### config.mk
export PLATFORM = sky130hd
export DESIGN_NAME = float_norm_round
export DESIGN_NICKNAME = d
export VERILOG_FILES = /design/src/rtl/nrm_pkg.sv /design/src/rtl/nrm_lead_class.sv /design/src/rtl/nrm_round_unit.sv /design/src/rtl/nrm_pack_unit.sv /design/src/rtl/float_norm_round.sv
export SDC_FILE = /design/constraint.sdc
export NUM_CORES = 1
export LEC_CHECK = 0
export BUFFER_PORTS_ARGS = -buffer_cell sky130_fd_sc_hd__buf_2
export CAP_MARGIN = 5
export CELL_PAD_IN_SITES_DETAIL_PLACEMENT = 1
export CELL_PAD_IN_SITES_GLOBAL_PLACEMENT = 2
export CORE_MARGIN = 2
export CORE_UTILIZATION = 37
export CTS_CLUSTER_SIZE = 10
export DETAILED_ROUTE_END_ITERATION = 8
export PLACE_DENSITY = 0.95
export RECOVER_POWER = 50
export SETUP_SLACK_MARGIN = 0.2
export SYNTH_ARGS = -nofsm -noshare
export SYNTH_HDL_FRONTEND = slang
export SYNTH_SLANG_ARGS = --single-unit
### constraint.sdc
create_clock -name clk -period 12 [get_ports clk]
set_clock_uncertainty 0.1 [all_clocks]
set_input_delay 1.2 -clock clk [delete_from_list [all_inputs] [get_ports clk]]
set_output_delay 1.2 -clock clk [all_outputs]
set_load 0.05 [all_outputs]
### src/rtl/nrm_pkg.sv
package nrm_pkg;
    parameter int EXP_W    = 8;
    parameter int FRAC_W   = 27;
    parameter int WORD_W   = 1 + EXP_W + FRAC_W;
    parameter int RAW_W    = 2 * WORD_W;
    parameter int WEXP_W   = EXP_W + 4;
    parameter int BIG_STEP = 10;
    // bit index in the 72-bit magnitude where a normalized leading one sits
    parameter int TGT      = RAW_W - 2 - EXP_W;

    typedef logic [RAW_W-1:0]         mag_t;
    typedef logic [WORD_W-1:0]        word_t;
    typedef logic signed [WEXP_W-1:0] wexp_t;

    typedef enum logic [2:0] {
        LC_ZERO, LC_LOW_ONLY, LC_RIGHT, LC_OK, LC_L1, LC_L2, LC_L3, LC_BIG
    } lead_cls_e;

    typedef enum logic [2:0] {
        ST_IDLE, ST_SIGN, ST_NORM, ST_ROUND, ST_RENORM, ST_PACK
    } state_e;

    typedef enum logic [1:0] {
        MD_ROUND = 2'b00, MD_TRUNC = 2'b01, MD_LONG = 2'b10, MD_SPARE = 2'b11
    } mode_e;

    function automatic logic mode_truncates(mode_e m);
        return m != MD_ROUND;
    endfunction
endpackage

### src/rtl/nrm_lead_class.sv
module nrm_lead_class
    import nrm_pkg::*;
(
    input  mag_t      mag,
    output lead_cls_e cls
);
    always_comb begin
        if (mag[RAW_W-1:WORD_W] == '0)
            cls = (mag[WORD_W-1:0] == '0) ? LC_ZERO : LC_LOW_ONLY;
        else if (mag[RAW_W-1:TGT+1] != '0)
            cls = LC_RIGHT;
        else if (mag[TGT])
            cls = LC_OK;
        else if (mag[TGT-1])
            cls = LC_L1;
        else if (mag[TGT-2])
            cls = LC_L2;
        else if (mag[TGT-3])
            cls = LC_L3;
        else
            cls = LC_BIG;
    end
endmodule

### src/rtl/nrm_round_unit.sv
module nrm_round_unit
    import nrm_pkg::*;
(
    input  mag_t  mag,
    input  logic  sticky,
    input  mode_e mode,
    input  logic  neg,
    output word_t hi_out
);
    logic disc_nz;
    logic inc;

    always_comb begin
        disc_nz = (mag[WORD_W-1:0] != '0) | sticky;
        inc     = mode_truncates(mode) ? (neg & disc_nz) : mag[WORD_W-1];
        hi_out  = mag[RAW_W-1:WORD_W] + word_t'(inc);
    end
endmodule

### src/rtl/nrm_pack_unit.sv
module nrm_pack_unit
    import nrm_pkg::*;
(
    input  word_t hi,
    input  wexp_t e,
    input  logic  neg,
    input  logic  zero,
    output word_t word,
    output logic  ovf,
    output logic  unf
);
    localparam wexp_t EMAX = wexp_t'((1 << EXP_W) - 1);
    word_t pos_w;

    always_comb begin
        pos_w = {1'b0, e[EXP_W-1:0], hi[FRAC_W-1:0]};
        if (zero)
            word = '0;
        else if (neg)
            word = -pos_w;
        else
            word = pos_w;
        ovf = !zero && (e > EMAX);
        unf = !zero && (e < 0);
    end
endmodule

### src/rtl/float_norm_round.sv
module float_norm_round
    import nrm_pkg::*;
(
    input  logic                     clk,
    input  logic                     rst,
    input  logic                     start,
    input  logic [RAW_W-1:0]         raw_in,
    input  logic signed [WEXP_W-1:0] exp_in,
    input  logic [1:0]               mode_in,
    output logic                     busy,
    output logic                     done,
    output logic [WORD_W-1:0]        result,
    output logic                     exp_ovf,
    output logic                     exp_unf
);
    localparam wexp_t E_ONE  = wexp_t'(1);
    localparam wexp_t E_TWO  = wexp_t'(2);
    localparam wexp_t E_THR  = wexp_t'(3);
    localparam wexp_t E_BIG  = wexp_t'(BIG_STEP);
    localparam wexp_t E_WORD = wexp_t'(WORD_W);

    state_e    st;
    mag_t      m;
    wexp_t     e;
    mode_e     md;
    logic      neg, sticky, zero;
    lead_cls_e cls;
    word_t     rnd_hi;
    word_t     pk_word;
    logic      pk_ovf, pk_unf;

    nrm_lead_class u_cls (.mag(m), .cls(cls));

    nrm_round_unit u_rnd (
        .mag(m), .sticky(sticky), .mode(md), .neg(neg), .hi_out(rnd_hi)
    );

    nrm_pack_unit u_pack (
        .hi(m[RAW_W-1:WORD_W]), .e(e), .neg(neg), .zero(zero),
        .word(pk_word), .ovf(pk_ovf), .unf(pk_unf)
    );

    assign busy = (st != ST_IDLE);

    always_ff @(posedge clk) begin
        if (rst) begin
            st      <= ST_IDLE;
            m       <= '0;
            e       <= '0;
            md      <= MD_ROUND;
            neg     <= 1'b0;
            sticky  <= 1'b0;
            zero    <= 1'b0;
            done    <= 1'b0;
            result  <= '0;
            exp_ovf <= 1'b0;
            exp_unf <= 1'b0;
        end else begin
            done <= 1'b0;
            case (st)
                ST_IDLE: if (start) begin
                    m      <= raw_in;
                    e      <= exp_in;
                    md     <= mode_e'(mode_in);
                    neg    <= 1'b0;
                    sticky <= 1'b0;
                    zero   <= 1'b0;
                    st     <= ST_SIGN;
                end
                ST_SIGN: begin
                    if (m[RAW_W-1]) begin
                        m   <= -m;
                        neg <= 1'b1;
                    end
                    st <= ST_NORM;
                end
                ST_NORM: begin
                    case (cls)
                        LC_ZERO: begin
                            zero <= 1'b1;
                            st   <= ST_PACK;
                        end
                        LC_LOW_ONLY: begin
                            m <= m << WORD_W;
                            e <= e - E_WORD;
                        end
                        LC_RIGHT: begin
                            m      <= m >> 2;
                            sticky <= sticky | (m[1:0] != '0);
                            e      <= e + E_TWO;
                        end
                        LC_OK: st <= ST_ROUND;
                        LC_L1: begin
                            m  <= m << 1;
                            e  <= e - E_ONE;
                            st <= ST_ROUND;
                        end
                        LC_L2: begin
                            m  <= m << 2;
                            e  <= e - E_TWO;
                            st <= ST_ROUND;
                        end
                        LC_L3: begin
                            m  <= m << 3;
                            e  <= e - E_THR;
                            st <= ST_ROUND;
                        end
                        default: begin
                            m <= m << BIG_STEP;
                            e <= e - E_BIG;
                        end
                    endcase
                end
                ST_ROUND: begin
                    m  <= {rnd_hi, {WORD_W{1'b0}}};
                    st <= ST_RENORM;
                end
                ST_RENORM: begin
                    if (m[TGT+1]) begin
                        m <= m >> 1;
                        e <= e + E_ONE;
                    end
                    st <= ST_PACK;
                end
                ST_PACK: begin
                    result  <= pk_word;
                    exp_ovf <= pk_ovf;
                    exp_unf <= pk_unf;
                    done    <= 1'b1;
                    st      <= ST_IDLE;
                end
                default: st <= ST_IDLE;
            endcase
        end
    end
endmodule

==> results by stage <==
Final layout:
- The number of fill cells is 4559.
- For this run, the share of the core covered by cells in the final layout is 41.3%.
- The net count reported at finish is 2017.
- Of the cells placed in the final design, the portion with a size suffix greater than 1 is 11.2%.
- From synthesis to final layout, the design area changed by 9.93%.
- The antenna cell count is 0.

Clocking:
- After clock tree synthesis, the flow added hold-fix buffers numbering 0.
- The number of buffers added by the clock tree synthesis step is 17.
- Clock tree synthesis found a total of 131 sinks.
- The H-tree was split into 4 levels.
- At the later pin of the worst-skew pair, clock insertion delay measures 0.45 ns.
- The clock passes through at most 2 buffers.
- TritonCTS built the clock tree.
- The number of gates given a new drive strength after cts is 0.
- Once the clock tree was built, the setup fixing pass inserted 0 buffers.
- Clock tree synthesis selected as its root buffer the cell sky130_fd_sc_hd__clkbuf_16.
- The clock transition at the registers of the reported paths is 0.07 ns.

Critical path:
- The maximum fanout along the worst path is 35.
- The critical path launch point type is an input pin.
- Tracing the worst setup path back leads to its startpoint at rst.
- The arrival time of the worst setup path is 5.51 ns.
- STA classifies the critical path endpoint as a register.
- The critical setup path kind is in2reg.
- The depth of the most critical reg-to-reg path is 16.
- The worst register-to-register path begins at m[0]$_SDFFE_PP0P_.
- The data required time at the worst endpoint is 12.24 ns.

Status:
- The final reports fail on capacitance limit, slew limit.
- The flow ran to the end, but the final reports show violations.

Placement:
- The HPWL after detailed placement is 46000 µm.
- The final estimated routing congestion in global placement is 0.992.
- The count of buffers added on input and output ports is 128.

Pwr:
- The power density of the placed cells is 174 nW/µm².
- The maximum vdd ir drop is 112 µV.
- The leakage dissipation is 4.76 nW.
- Overall power consumption after layout is estimated at 0.00256 W.

Detailed routing:
- Summing over every cut layer, the via total after detailed routing is 17100.
- Using the TritonRoute via totals, the vias-per-cell ratio works out to 7.20.
- After detailed routing, the number of remaining DRC violations is 0.
- The detailed router finished its first iteration with 2635 violations.
- After detailed routing, the average wire length per cell comes to 29.2 µm.
- The first-pass detailed-route iteration total is 7.
- The routed wire length is 69500 µm.
- The number of nets with antenna violations after routing is 0.

Timing:
- The fmax is 190 MHz.
- The final hold violation count is 0.
- Counting I/O delays and the setup requirement, the final critical path takes 5.27 ns.
- Dividing the final minimum period by the clock period gives 43.9%.
- The worst pin sits at a relative slew slack of -102%.
- Setup repair after global routing left no endpoint under its margin.
- Setup violations remaining at the end of the flow were counted as 0.
- After routing, the total negative slack on setup checks comes to 0 ns.
- On the final layout, the worst hold slack is 0.359 ns.
- The transition time of the tightest slew-check pin is 3.03 ns.
- The number of pins exceeding their max-slew limit in the final report is 111.

Synth:
- In the synthesized netlist the async set-or-reset flop fraction comes to 0%.
- In this run the biggest area consumer among cell types represents 19.6% of the synthesized area.
- The synthesized netlist devotes 26.4% of its cell area to simple gates.
- In the post-synthesis netlist, the biggest area contributors are sky130_fd_sc_hd__dfxtp_1, sky130_fd_sc_hd__nand2_1, sky130_fd_sc_hd__xnor2_1, sky130_fd_sc_hd__clkbuf_1, sky130_fd_sc_hd__o21ai_0.
- Summing the areas of all fa, ha and maj instances in the mapped netlist gives 1.98% of the synthesized area.
- For this run, the register share of the synthesized area comes to 19.6%.
- The portion of netlist area occupied by mux cells is 1.65%.
- Summed over all instances, the cell type with the most area after synthesis is sky130_fd_sc_hd__dfxtp_1.
- During synthesis, Yosys emitted a total of 0 warnings.
- After synthesis the cells add up to 13400 µm².
- After synthesis, the largest family of logic cells by area is compound AO/OA/AOI/OAI gates.
- Counting distinct cell types in the post-synthesis netlist gives 78.
- Summing the areas of all compound-gate instances in the mapped netlist gives 34.1% of the synthesized area.
- The number of nets handed over by synthesis was 2064.
- In this run, synthesis inferred 0 flip-flops with an integrated enable.
- The area share of xor/xnor cells in the synthesized design is 7.92%.
- Sorting the synthesized cells by how often they occur yields sky130_fd_sc_hd__nand2_1, sky130_fd_sc_hd__clkbuf_1, sky130_fd_sc_hd__o21ai_0.
- The flip-flop and latch count after synthesis is 131.
- The dominant register cell in the synthesized netlist is sky130_fd_sc_hd__dfxtp_1.
- Each instance of the synthesized netlist takes up on average 6.84 µm².
- The number of instances in the synthesized netlist is 1955.
- The most frequent cell after synthesis is sky130_fd_sc_hd__nand2_1.

Floorplan:
- The effective utilization at floorplan is 37.6%.
- The I/O pin count is 129.
- The die covers 37700 µm².
- The die outline width is 194 µm.
- The region available for standard cell placement spans 35600 µm².
- Measured along the y axis, the die boundary spans 194 µm.
- The floorplan has 69 rows.

GRT:
- The overall global routing resource usage is 35.7%.
- The number of antenna violations at the first check in global routing was 1.
- The routing layer with the top usage in global route is met2.
- Entering global routing, the biggest net connects 68 pins.
- In the global route stage, met1 resource usage came out at 49.4%.
- The final global-route overflow total is 0.
- The via count of the first global-routing pass is 16700.
- The global-route wire length before repair is 105000 µm.
- For met2 alone, demand over resource in global routing was 51.4%.
- Global routing consumed, on the met3 layer, 8.56% of the routing resources.

Worst hold path:
- The cell depth of the worst hold path is 2.
- The type of the tightest min-delay check is reg2reg.
- The startpoint identified for the worst hold timing path is result[34]$_SDFFE_PP0P_.

Run:
- The count of maximum capacitance violations is 3.
per-stage QoR:
stage / instances / worst slack (ns) / cell area [µm²]
final: 2382 / 6.73 / 14700
after global routing: 2382 / 6.63 / 14700
after floorplan: 1955 / 7.81 / 13400
after CTS: 2382 / 7.26 / 14800
after global placement: 2350 / 7.37 / 14100
after detailed placement: 2350 / 7.27 / 14100
area by class of cell:
class	count	area (µm²)	share of cell area, %
clock buffer	19	443	3.01
clock inverter	13	183	1.24
inverter	34	128	0.868
multi-input combinational	1544	9780	66.5
sequential	131	2620	17.8
tap	461	577	3.92
timing repair buffer	180	968	6.59
cells in the final DEF, fill, tap and decap left out, types with 47 or more instances in the layout:
master / netlist / routed
sky130_fd_sc_hd__nand2_1: 247 / 247
sky130_fd_sc_hd__o21ai_0: 149 / 149
sky130_fd_sc_hd__dfxtp_1: 131 / 131
sky130_fd_sc_hd__a21oi_1: 125 / 125
sky130_fd_sc_hd__nor2_1: 128 / 124
sky130_fd_sc_hd__xnor2_1: 95 / 93
sky130_fd_sc_hd__buf_2: 21 / 87
sky130_fd_sc_hd__nor3_1: 75 / 73
sky130_fd_sc_hd__a22oi_1: 58 / 58
sky130_fd_sc_hd__nand3_1: 52 / 51
sky130_fd_sc_hd__buf_4: 4 / 49
sky130_fd_sc_hd__a31oi_1: 50 / 48
sky130_fd_sc_hd__a221oi_1: 47 / 47
critical path: stages:
cell and delay [ns]:
sky130_fd_sc_hd__clkbuf_1 1.39, sky130_fd_sc_hd__clkinv_1 1.15, sky130_fd_sc_hd__clkbuf_1 0.86, sky130_fd_sc_hd__nand2_1 0.54, sky130_fd_sc_hd__a31oi_1 0.07, sky130_fd_sc_hd__a311o_1 0.28
power breakdown:
group | total (W) | internal, W | switching, W
sequential | 0.000725 | 0.000494 | 0.000230
clock | 0.000593 | 0.000353 | 0.000239
combinational | 0.00124 | 0.000406 | 0.000833
total | 0.00256 | 0.00125 | 0.00130
metal layers:
| metal | wire length (µm) | part of all wire [%] |
|---|---|---|
| met1 | 28200 | 41 |
| met2 | 29000 | 42 |
| met3 | 8630 | 12 |
| met4 | 3630 | 5.2 |
| met5 | 40 | 0.058 |
path summary, 6_finish.rpt:
path / slack (ns) / end
min: 0.36 / result[34]$_SDFFE_PP0P_
max: 6.73 / m[35]$_SDFFE_PP0P_
max reg2reg: 6.87 / m[56]$_SDFFE_PP0P_
min reg2reg: 0.36 / result[34]$_SDFFE_PP0P_
sequential cells by signal, summed over array words and instances (netlist names):
name / cells
neg: 1
m: 72
result: 36
e: 12
st: 3
exp_unf: 1
done: 1
md: 2
sticky: 1
zero: 1
exp_ovf: 1
cells by family after synthesis:
family          count (synthesis)
simple gates                  710
fa+ha+maj                      20
flops                         131
buf+inv                       280
compound gates                671
mux                            22
xor+xnor                      121
No activity file was read; power rests on OpenSTA's default activity.
